<file path="src/rtl/lrd_pkg.sv">
package lrd_pkg;

    localparam int NUM_DISP = 3;

    typedef struct packed {
        logic rd;
        logic wr;
        logic cache;
        logic pci;
    } attr_t;

    // nibble layout: bit0 read, bit1 write, bit2 cacheable, bit3 PCI
    function automatic attr_t nib_to_attr(input logic [3:0] nib);
        attr_t a;
        a.rd    = nib[0];
        a.wr    = nib[1];
        a.cache = nib[2];
        a.pci   = nib[3];
        return a;
    endfunction

endpackage

</file>
<file path="src/rtl/lrd_cfg_regs.sv">
module lrd_cfg_regs
    import lrd_pkg::*;
#(
    parameter int ADDR_W  = 32,
    parameter int NUM_REG = 19,
    parameter int SEL_W   = 5
) (
    input  logic                   clk,
    input  logic                   rst_n,
    input  logic                   cfg_we_i,
    input  logic [SEL_W-1:0]       cfg_sel_i,
    input  logic [ADDR_W-1:0]      cfg_wdata_i,
    output attr_t [NUM_REG-1:0]    region_attr_o,
    output logic  [NUM_DISP-1:0]   vga_en_o,
    output logic                   a20_mask_o,
    output logic  [ADDR_W-1:0]     tom_o
);

    localparam int SEL_VGA = NUM_REG;
    localparam int SEL_A20 = NUM_REG + 1;
    localparam int SEL_TOM = NUM_REG + 2;

    typedef struct packed {
        attr_t [NUM_REG-1:0]  attr;
        logic  [NUM_DISP-1:0] vga;
        logic                 a20;
        logic  [ADDR_W-1:0]   tom;
    } cfg_t;

    cfg_t cfg_d, cfg_q;

    always_comb begin
        cfg_d = cfg_q;
        if (cfg_we_i) begin
            for (int i = 0; i < NUM_REG; i++) begin
                if (cfg_sel_i == SEL_W'(i)) begin
                    cfg_d.attr[i] = nib_to_attr(cfg_wdata_i[3:0]);
                end
            end
            if (cfg_sel_i == SEL_W'(SEL_VGA)) begin
                cfg_d.vga = cfg_wdata_i[NUM_DISP-1:0];
            end
            if (cfg_sel_i == SEL_W'(SEL_A20)) begin
                cfg_d.a20 = cfg_wdata_i[0];
            end
            if (cfg_sel_i == SEL_W'(SEL_TOM)) begin
                cfg_d.tom = cfg_wdata_i;
            end
        end
    end

    always_ff @(posedge clk) begin
        if (!rst_n) begin
            cfg_q <= '0;
        end else begin
            cfg_q <= cfg_d;
        end
    end

    assign region_attr_o = cfg_q.attr;
    assign vga_en_o      = cfg_q.vga;
    assign a20_mask_o    = cfg_q.a20;
    assign tom_o         = cfg_q.tom;

    AST_UNUSED_SEL_IGNORED: assert property (@(posedge clk) disable iff (!rst_n)
        (cfg_we_i && (cfg_sel_i > SEL_W'(SEL_TOM))) |=> $stable(cfg_q));

endmodule

</file>
<file path="src/rtl/lrd_addr_map.sv">
module lrd_addr_map
    import lrd_pkg::*;
#(
    parameter int ADDR_W      = 32,
    parameter int NUM_ROM_SEG = 16,
    parameter int SEG_SHIFT   = 14
) (
    input  logic [ADDR_W-1:0]               addr_i,
    output logic [NUM_ROM_SEG+NUM_DISP-1:0] hit_o
);

    localparam int NUM_REG = NUM_ROM_SEG + NUM_DISP;
    localparam logic [ADDR_W-1:0] ROM_BASE = ADDR_W'(32'h000C_0000);
    localparam logic [ADDR_W-1:0] SEG_SIZE = ADDR_W'(1) << SEG_SHIFT;

    function automatic logic [ADDR_W-1:0] region_lo(input int idx);
        case (idx)
            0:       return ADDR_W'(32'h000A_0000);
            1:       return ADDR_W'(32'h000B_0000);
            2:       return ADDR_W'(32'h000B_8000);
            default: return ROM_BASE + ADDR_W'(idx - NUM_DISP) * SEG_SIZE;
        endcase
    endfunction

    function automatic logic [ADDR_W-1:0] region_hi(input int idx);
        case (idx)
            0:       return ADDR_W'(32'h000B_0000);
            1:       return ADDR_W'(32'h000B_8000);
            2:       return ROM_BASE;
            default: return region_lo(idx) + SEG_SIZE;
        endcase
    endfunction

    for (genvar g = 0; g < NUM_REG; g++) begin : g_region
        localparam logic [ADDR_W-1:0] LO = region_lo(g);
        localparam logic [ADDR_W-1:0] HI = region_hi(g);
        assign hit_o[g] = (addr_i >= LO) && (addr_i < HI);
    end

endmodule

</file>
<file path="src/rtl/legacy_region_decoder.sv">
module legacy_region_decoder
    import lrd_pkg::*;
#(
    parameter int ADDR_W      = 32,
    parameter int NUM_ROM_SEG = 16,
    parameter int SEG_SHIFT   = 14,
    parameter int WRAP_BIT    = 20
) (
    input  logic                clk,
    input  logic                rst_n,
    input  logic                req_valid_i,
    input  logic [ADDR_W-1:0]   req_addr_i,
    input  logic                req_rd_i,
    input  logic                req_wr_i,
    input  logic                req_smi_i,
    input  logic                cfg_we_i,
    input  logic [$clog2(NUM_ROM_SEG+NUM_DISP+3)-1:0] cfg_sel_i,
    input  logic [ADDR_W-1:0]   cfg_wdata_i,
    output logic                rsp_valid_o,
    output logic [ADDR_W-1:0]   rsp_addr_o,
    output logic                rsp_rd_en_o,
    output logic                rsp_wr_en_o,
    output logic                rsp_cache_o,
    output logic                rsp_pci_o,
    output logic                rsp_vga_o,
    output logic                rsp_permit_o
);

    localparam int NUM_REG = NUM_ROM_SEG + NUM_DISP;
    localparam int SEL_W   = $clog2(NUM_REG + 3);

    typedef struct packed {
        logic              valid;
        logic [ADDR_W-1:0] addr;
        attr_t             attr;
        logic              vga;
        logic              permit;
    } rsp_t;

    attr_t [NUM_REG-1:0]  region_attr;
    logic  [NUM_DISP-1:0] vga_en;
    logic                 a20_mask;
    logic  [ADDR_W-1:0]   tom;
    logic  [ADDR_W-1:0]   eff_addr;
    logic  [NUM_REG-1:0]  hit;
    logic                 above_tom;
    rsp_t                 rsp_d, rsp_q;

    lrd_cfg_regs #(
        .ADDR_W  (ADDR_W),
        .NUM_REG (NUM_REG),
        .SEL_W   (SEL_W)
    ) u_cfg (
        .clk           (clk),
        .rst_n         (rst_n),
        .cfg_we_i      (cfg_we_i),
        .cfg_sel_i     (cfg_sel_i),
        .cfg_wdata_i   (cfg_wdata_i),
        .region_attr_o (region_attr),
        .vga_en_o      (vga_en),
        .a20_mask_o    (a20_mask),
        .tom_o         (tom)
    );

    always_comb begin
        eff_addr = req_addr_i;
        if (a20_mask && !req_smi_i) begin
            eff_addr[WRAP_BIT] = 1'b0;
        end
    end

    lrd_addr_map #(
        .ADDR_W      (ADDR_W),
        .NUM_ROM_SEG (NUM_ROM_SEG),
        .SEG_SHIFT   (SEG_SHIFT)
    ) u_map (
        .addr_i (eff_addr),
        .hit_o  (hit)
    );

    assign above_tom = (eff_addr >= tom);

    always_comb begin
        logic [3:0] acc;
        logic       vga;
        attr_t      a;
        acc = '0;
        vga = 1'b0;
        for (int i = 0; i < NUM_REG; i++) begin
            if (hit[i]) begin
                acc = acc | region_attr[i];
            end
        end
        for (int d = 0; d < NUM_DISP; d++) begin
            if (hit[d] && vga_en[d]) begin
                vga = 1'b1;
            end
        end
        if (|hit) begin
            a = attr_t'(acc);
            if (vga) begin
                a.pci = 1'b0;
            end
        end else if (above_tom) begin
            a = '{rd: 1'b0, wr: 1'b0, cache: 1'b0, pci: 1'b1};
        end else begin
            a = '{rd: 1'b1, wr: 1'b1, cache: 1'b1, pci: 1'b0};
        end

        rsp_d       = rsp_q;
        rsp_d.valid = req_valid_i;
        if (req_valid_i) begin
            rsp_d.addr   = eff_addr;
            rsp_d.attr   = a;
            rsp_d.vga    = vga;
            rsp_d.permit = (req_rd_i && a.rd) || (req_wr_i && a.wr);
        end
    end

    always_ff @(posedge clk) begin
        if (!rst_n) begin
            rsp_q <= '0;
        end else begin
            rsp_q <= rsp_d;
        end
    end

    assign rsp_valid_o  = rsp_q.valid;
    assign rsp_addr_o   = rsp_q.addr;
    assign rsp_rd_en_o  = rsp_q.attr.rd;
    assign rsp_wr_en_o  = rsp_q.attr.wr;
    assign rsp_cache_o  = rsp_q.attr.cache;
    assign rsp_pci_o    = rsp_q.attr.pci;
    assign rsp_vga_o    = rsp_q.vga;
    assign rsp_permit_o = rsp_q.permit;

    AST_WRAP_BIT_CLEARED: assert property (@(posedge clk) disable iff (!rst_n)
        (req_valid_i && a20_mask && !req_smi_i) |=> !rsp_addr_o[WRAP_BIT]);

    AST_SMI_ADDR_UNMASKED: assert property (@(posedge clk) disable iff (!rst_n)
        (req_valid_i && req_smi_i) |=> (rsp_addr_o == $past(req_addr_i)));

    AST_REGION_ONEHOT: assert property (@(posedge clk) disable iff (!rst_n)
        $onehot0(hit));

    AST_ABOVE_LIMIT_PCI_ONLY: assert property (@(posedge clk) disable iff (!rst_n)
        (req_valid_i && !(|hit) && above_tom) |=>
            (rsp_pci_o && !rsp_rd_en_o && !rsp_wr_en_o && !rsp_cache_o));

    AST_REDIRECT_BEATS_PCI: assert property (@(posedge clk) disable iff (!rst_n)
        rsp_valid_o |-> !(rsp_vga_o && rsp_pci_o));

    AST_ONE_CYCLE_LATENCY: assert property (@(posedge clk) disable iff (!rst_n)
        req_valid_i |=> rsp_valid_o);

    AST_HOLD_WHEN_IDLE: assert property (@(posedge clk) disable iff (!rst_n)
        !req_valid_i |=> (!rsp_valid_o && $stable({rsp_addr_o, rsp_rd_en_o, rsp_wr_en_o,
                                                   rsp_cache_o, rsp_pci_o, rsp_vga_o,
                                                   rsp_permit_o})));

    AST_PERMIT_NEEDS_ENABLE: assert property (@(posedge clk) disable iff (!rst_n)
        rsp_permit_o |-> (rsp_rd_en_o || rsp_wr_en_o));

endmodule

</file>
<file path="config.mk">
export PLATFORM = sky130hd
export DESIGN_NAME = legacy_region_decoder
export DESIGN_NICKNAME = d
export VERILOG_FILES = /design/src/rtl/lrd_pkg.sv /design/src/rtl/lrd_cfg_regs.sv /design/src/rtl/lrd_addr_map.sv /design/src/rtl/legacy_region_decoder.sv
export SDC_FILE = /design/constraint.sdc
export NUM_CORES = 1
export LEC_CHECK = 0
export BUFFER_PORTS_ARGS = -buffer_cell sky130_fd_sc_hd__clkbuf_2
export CAP_MARGIN = 30
export CORE_MARGIN = 2
export CORE_UTILIZATION = 61
export DETAILED_ROUTE_END_ITERATION = 7
export GPL_TIMING_DRIVEN = 1
export PLACE_DENSITY_LB_ADDON = 0.05
export SYNTH_ARGS = -nofsm -noshare
export SYNTH_HDL_FRONTEND = slang
export SYNTH_SLANG_ARGS = --single-unit
</file>
<file path="constraint.sdc">
create_clock -name clk -period 6.8 [get_ports clk]
set_clock_uncertainty 0.15 [all_clocks]
set_input_delay 0.68 -clock clk [delete_from_list [all_inputs] [get_ports clk]]
set_output_delay 0.68 -clock clk [all_outputs]
set_load 0.005 [all_outputs]
</file>
==> Yosys cells after proc, flatten, opt, wreduce, memory -nomap -nowiden <==
Cells that the tools add are included.
{ "totals": {"reg_bits": 151, "latch_bits": 0, "mem_bits_rw": 0, "mem_bits_ro": 0, "input_bits": 76, "output_inout_bits": 39, "elab_cells": 242, "mem_count": 0} }
{ "op_classes": {"add_sub_neg": 0, "multipliers": 0, "div": 0, "n_lt_le_gt_ge": 39, "n_eq_ne": 21, "shifts": 0, "n_mux": 26, "n_bitwise": 18, "reduce_logical": 51} }
{ "ops": {"columns": ["cell", "count"], "rows": [
  ["$ge 32x20->1 const B", 19],
  ["$lt 32x20->1 const B", 18],
  ["$mux 4", 21],
  ["$or 4x4->4", 18],
  ["$reduce_and 2->1", 22],
  ["$eq 5x4->1 const B", 8],
  ["$ge 32x32->1", 1],
  ["$lt 32x21->1 const B", 1],
  ["$eq 5x5->1 const B", 6],
  ["$logic_and 1x1->1", 25],
  ["$eq 5x3->1 const B", 4],
  ["$reduce_or 19->1", 1],
  ["$eq 5x2->1 const B", 2],
  ["$eq 5x1->1 const B", 1],
  ["$logic_not 5->1", 1],
  ["$mux 1", 5],
  ["$logic_not 1->1", 1],
  ["$logic_or 1x1->1", 1]
]} }

==> Longest topological paths before layout <==
{ "logic_depth": {"word_depth": 46, "mapped_depth": 9, "ltp_nobuf": 9} }

==> Modules after synthesis <==
Synthesis repeated with hierarchy kept, for this count alone.
{ "unflattened": {"hier_cells": 774, "hier_area_um2": 7298.2} }
{ "modules_own_cells": {"columns": ["module", "instances", "cells_each", "area_each_um2", "seq_area_each_um2"], "rows": [
  ["lrd_cfg_regs", 1, 433, 4249.1, 2242.2],
  ["legacy_region_decoder", 1, 292, 2686.3, 780.7],
  ["lrd_addr_map", 1, 49, 362.8, 0.0]
]} }

==> Least setup slack after synthesis <==
Ideal clock, no wire load.
{ "synth_timing": {"path_type": "input -> register", "from": "input req_smi_i", "to": "register rsp_q, in the netlist rsp_permit_o", "setup_ps": 117, "arrival_time_ps": 2305, "required_ps": 6533, "setup_slack_ps": 4227, "stages": 9, "n_path_buf": 0, "path_cell_list": "nor2b_1 > nor2_1 > ha_1 > nand3_1 > nor3_1 > nand2_1 > or3_1 > o21a_1 > a32o_1"} }
{ "synth_between": {"elab_chain_len": 45, "word_cells_on_any_way": 104, "classes_between": "order compare (39); mux (22); bitwise (18); reduce/logical (25)"} }
{ "synth_lines": {"columns": ["element", "line_no", "source"], "rows": [
  ["start: declaration", "legacy_region_decoder.sv:15", "input logic req_smi_i,"],
  ["$logic_not 1->1 *", "legacy_region_decoder.sv:67", "if (a20_mask && !req_smi_i) begin"],
  ["$logic_and 1x1->1 *", "legacy_region_decoder.sv:67", null],
  ["$mux 1 *", "legacy_region_decoder.sv:67", null],
  ["via eff_addr[20]", "legacy_region_decoder.sv:44", "logic [ADDR_W-1:0] eff_addr;"],
  ["$ge 32x20->1 / $lt 32x20->1 (equally long branches)", "lrd_addr_map.sv:37", "assign hit_o[g] = (addr_i >= LO) && (addr_i < HI);"],
  ["$logic_and 1x1->1", "lrd_addr_map.sv:37", null],
  ["$mux 4", "legacy_region_decoder.sv:90", "if (hit[i]) begin"],
  ["$or 4x4->4", "legacy_region_decoder.sv:91", "acc = acc | region_attr[i];"],
  ["[30 not listed]", null, null],
  ["$mux 4", "legacy_region_decoder.sv:90", null],
  ["$or 4x4->4", "legacy_region_decoder.sv:91", null],
  ["$mux 4", "legacy_region_decoder.sv:90", null],
  ["$or 4x4->4", "legacy_region_decoder.sv:91", null],
  ["$mux 4", "legacy_region_decoder.sv:90", null],
  ["$mux 4 *", "legacy_region_decoder.sv:99", "if (|hit) begin"],
  ["$logic_and 1x1->1", "legacy_region_decoder.sv:116", "rsp_d.permit = (req_rd_i && a.rd) || (req_wr_i && a.wr);"],
  ["$logic_or 1x1->1 *", "legacy_region_decoder.sv:116", null],
  ["end signal: assignment", "legacy_region_decoder.sv:124", "rsp_q <= rsp_d;"],
  ["end: declaration", "legacy_region_decoder.sv:47", "rsp_t rsp_d, rsp_q;"]
]} }
Mark *: on every way through the listed nets, which the timed path passes. The rest lies on a longest branch.
A chain may end at the register's enable or synchronous reset.

==> Worst setup path after layout <==
{ "layout_timing": {"from": "register u_cfg.cfg_q, in the netlist u_cfg.a20_mask_o", "to": "register rsp_q, in the netlist rsp_pci_o"} }
{ "layout_between": {"elab_chain_len": 43, "word_cells_on_any_way": 107, "classes_between": "order compare (39); mux (26); bitwise (18); reduce/logical (24)"} }
{ "layout_lines": {"columns": ["element", "line_no", "source"], "rows": [
  ["start: declaration", "lrd_cfg_regs.sv:30", "cfg_t cfg_d, cfg_q;"],
  ["start signal: assignment", "lrd_cfg_regs.sv:56", "cfg_q <= cfg_d;"],
  ["$logic_and 1x1->1 *", "legacy_region_decoder.sv:67", null],
  ["$mux 1 *", "legacy_region_decoder.sv:67", null],
  ["via eff_addr[20]", "legacy_region_decoder.sv:44", null],
  ["$ge 32x20->1 / $lt 32x20->1 (equally long branches)", "lrd_addr_map.sv:37", null],
  ["$logic_and 1x1->1", "lrd_addr_map.sv:37", null],
  ["$mux 4", "legacy_region_decoder.sv:90", null],
  ["$or 4x4->4", "legacy_region_decoder.sv:91", null],
  ["$mux 4", "legacy_region_decoder.sv:90", null],
  ["[28 not listed]", null, null],
  ["$or 4x4->4", "legacy_region_decoder.sv:91", null],
  ["$mux 4", "legacy_region_decoder.sv:90", null],
  ["$or 4x4->4", "legacy_region_decoder.sv:91", null],
  ["$mux 4", "legacy_region_decoder.sv:90", null],
  ["$or 4x4->4", "legacy_region_decoder.sv:91", null],
  ["$mux 4", "legacy_region_decoder.sv:90", null],
  ["$mux 1", "legacy_region_decoder.sv:101", "if (vga) begin"],
  ["$mux 4 *", "legacy_region_decoder.sv:99", null]
]} }
Marked as above.

==> out/metrics.cfg <==
[global_routing]
antenna_found_initial = 0
grt_usage = 0.315
grt_pass1_vias = 6337
grt_pass1_wl_mm = 31.8
overflow = 0
grt_max_degree = 76

[timing]
finalHoldViolCount = 0
finalWorstSetupSlack_ns = 4.10
finalSetupViolations = 0
slew_viol_final = 0
tns_ns = 0
period_minus_slack_ns = 2.70
fin_crit_sh = 0.397
fmaxAchievable_mhz = 371
rsz0062_at_grt = no
tightestPinTransition_ns = 0.745
slew_headroom = 0.504

[synthesis]
synthTopCellsByArea = dfxtp_1 42%, mux2i_1 11%, nand2_1 7.1%, a21oi_1 6.7%, ha_1 5.5%
synth_top_family_by_area = simple AND/OR/NAND/NOR gates
synth_top_area_share = 0.417
yosysWarnings = 0
synth.distinct_cells = 58
ys_seq_area_frac = 0.417
synthArstFlopShare = 0
syn-cell-area_sq_um = 7250
synthFlopType = dfxtp_1
synth_edf_count = 0
synthXorXnorAreaFrac = 0
syn_nets = 979
synth-seq-cells = 151
syn_area_per_cell_sq_um = 8.33
synthMuxAreaShare = 0.124
yosys.area_share.adder = 0.0552
synth-compound-area-share = 0.130
yosys.area.top_type = dfxtp_1
synthSimpleGateAreaFrac = 0.219
synthCells = 871

[drt]
vias = 6639
dr.first_iter.drc_count = 628
drc = 8
firstDrtPassIters = 8
wl_per_cell_um = 18.0
ant_nets = 0
drt_wl_total_mm = 20.1
viasPerCell = 5.97

[power]
power_per_cell_area_nw_per_um2 = 251
power.leakage_uw = 0.00329
p_int_uw = 1640
p_sw_uw = 486
ir_worst_vdd_mv = 0.194
sw_frac_of_total = 0.228
pwr-share-seq = 0.429
clkPwrFrac = 0.486
combPwrFrac = 0.085

[die]
rows = 39
ios = 115
fp.dieW_um = 113
die_h_um = 113
start_util = 0.630
die-area_sq_um = 12800
coreArea_sq_um = 11500

[finish]
fillers = 853
finalNetCount = 1064
fin_util = 0.738
layout-drive-gt1-share = 0.179
final_cell_mix = 151 x dfxtp_1, 137 x nand2_1, 115 x clkbuf_2
final_common_cell = dfxtp_1
diodes = 0
area_growth_pct = 17.2

[place]
gp_congestion = 0.910
dp_worst_setup_slack_ns = 3.70
numPortBuffers = 114
place_hpwl_mm = 14.0

[critical_path]
reg2reg_slack_ns = 4.10
cp-end-kind = register
crit_type = reg -> reg
path_cells = nor2b_1 -> nor2_1 -> ha_1 -> a2111oi_0 -> nand3_1 -> o22ai_1 -> a21o_1 -> o21a_1 -> a31oi_1
cpPeakStageDelay_ns = 0.48
crit_fanout = 3
critPathRequiredTime_ns = 6.94
worst_ep_arrival_time_ns = 2.83
cp.buffers_inverters = 0
cpLargestDelayFamily = compound AO/OA/AOI/OAI gates
cp_slowest_cell = a2111oi_0
crit_path_start_kind = register

[cts]
cts_tree = yes
numClockSinks = 151
cts-hold-fix-buffers = 0
cts_max_level = 4
cts_setup_buffers = 0
ctsResizeCount = 0
clkLatencyLatePin_ns = 0.43
cts_root_buffer = clkbuf_16
clkTransAtPathRegs_ns = 0.06
clock_path_buffers = 2
numCtsBuffers = 17

[min_path]
hp-class = reg -> reg

[run_status]
status = finished with violations
violations = design-rule violations

[job]
maxCapViolCount = 0

final cells by class:
type / instances / area (sq um) / area share
Clock buffer: 25 / 515 / 0.0607
Clock inverter: 7 / 138 / 0.0162
Inverter: 38 / 145 / 0.0171
Multi-Input combinational cell: 621 / 3840 / 0.451
Sequential cell: 151 / 3020 / 0.356
Tap cell: 143 / 179 / 0.0211
Timing Repair Buffer: 127 / 663 / 0.0780
Yosys cell counts, types with 5 or more instances:
master / instances
dfxtp_1: 151
nand2_1: 137
a21oi_1: 97
mux2i_1: 81
nor2_1: 78
nand3_1: 59
clkbuf_1: 47
inv_1: 38
ha_1: 32
nor2b_1: 14
nor3_1: 12
nand2b_1: 10
nand4_1: 8
o21ai_0: 8
buf_1: 6
nor4_1: 6
a211oi_1: 5
buf_2: 5
logic make-up (layout without fill, tap and decap cells):
logic type / after synthesis / count (layout)
buffers and inverters: 99 / 197
adders and majority gates: 32 / 32
DFF: 151 / 151
AOI/OAI and AO/OA: 155 / 155
and+or+nand+nor: 347 / 347
muxes: 87 / 87
power by group through the flow:
| stage | combinational [uW] | sequential, uW | clock [uW] |
|---|---|---|---|
| floorplan | 105 | 931 | 0 |
| global placement | 170 | 932 | 0 |
| detailed placement | 176 | 933 | 0 |
| CTS | 178 | 914 | 1040 |
| global route | 198 | 915 | 1070 |
| finish | 181 | 914 | 1040 |
metrics by stage:
stage	hold WS [ns]	power, uW	instances	cell area (sq um)
after floorplan	0.282	1040	871	7250
after global placement	0.293	1100	1077	7830
after detailed placement	0.298	1110	1079	7840
after global routing	0.318	2180	1112	8500
final	0.304	2130	1112	8500
after CTS	0.305	2130	1111	8490
worst reg2reg max path: stages (launching register included):
cell	delay [ns]
dfxtp_1	0.34
nor2b_1	0.36
nor2_1	0.15
ha_1	0.34
a2111oi_0	0.49
nand3_1	0.13
o22ai_1	0.16
a21o_1	0.18
o21a_1	0.18
a31oi_1	0.09
worst paths after layout:
kind,startpoint,endpoint,depth (start not counted)
setup / recovery,u_cfg.a20_mask_o$_SDFFE_PN0P_,rsp_pci_o$_SDFFE_PN0P_,9
hold / removal,u_cfg.tom_o[23]$_SDFFE_PN0P_,u_cfg.tom_o[23]$_SDFFE_PN0P_,2
setup reg to reg,u_cfg.a20_mask_o$_SDFFE_PN0P_,rsp_pci_o$_SDFFE_PN0P_,9
hold reg to reg,u_cfg.tom_o[23]$_SDFFE_PN0P_,u_cfg.tom_o[23]$_SDFFE_PN0P_,2
per-layer routing:
metal	vias up	wire (um)	global-route usage
li1	3196	-	-
met1	3139	9310	0.454
met3	43	1360	0.0621
met5	-	0	0
met2	261	8940	0.473
met4	0	457	0.115
flip-flops by register name, indices dropped and copies added (netlist names):
name / flops
rsp_wr_en_o: 1
rsp_addr_o: 32
rsp_permit_o: 1
rsp_vga_o: 1
rsp_valid_o: 1
u_cfg.region_attr_o: 76
u_cfg.a20_mask_o: 1
u_cfg.tom_o: 32
rsp_rd_en_o: 1
u_cfg.vga_en_o: 3
rsp_pci_o: 1
rsp_cache_o: 1
Note: power is estimated with default switching activity, not from simulation.
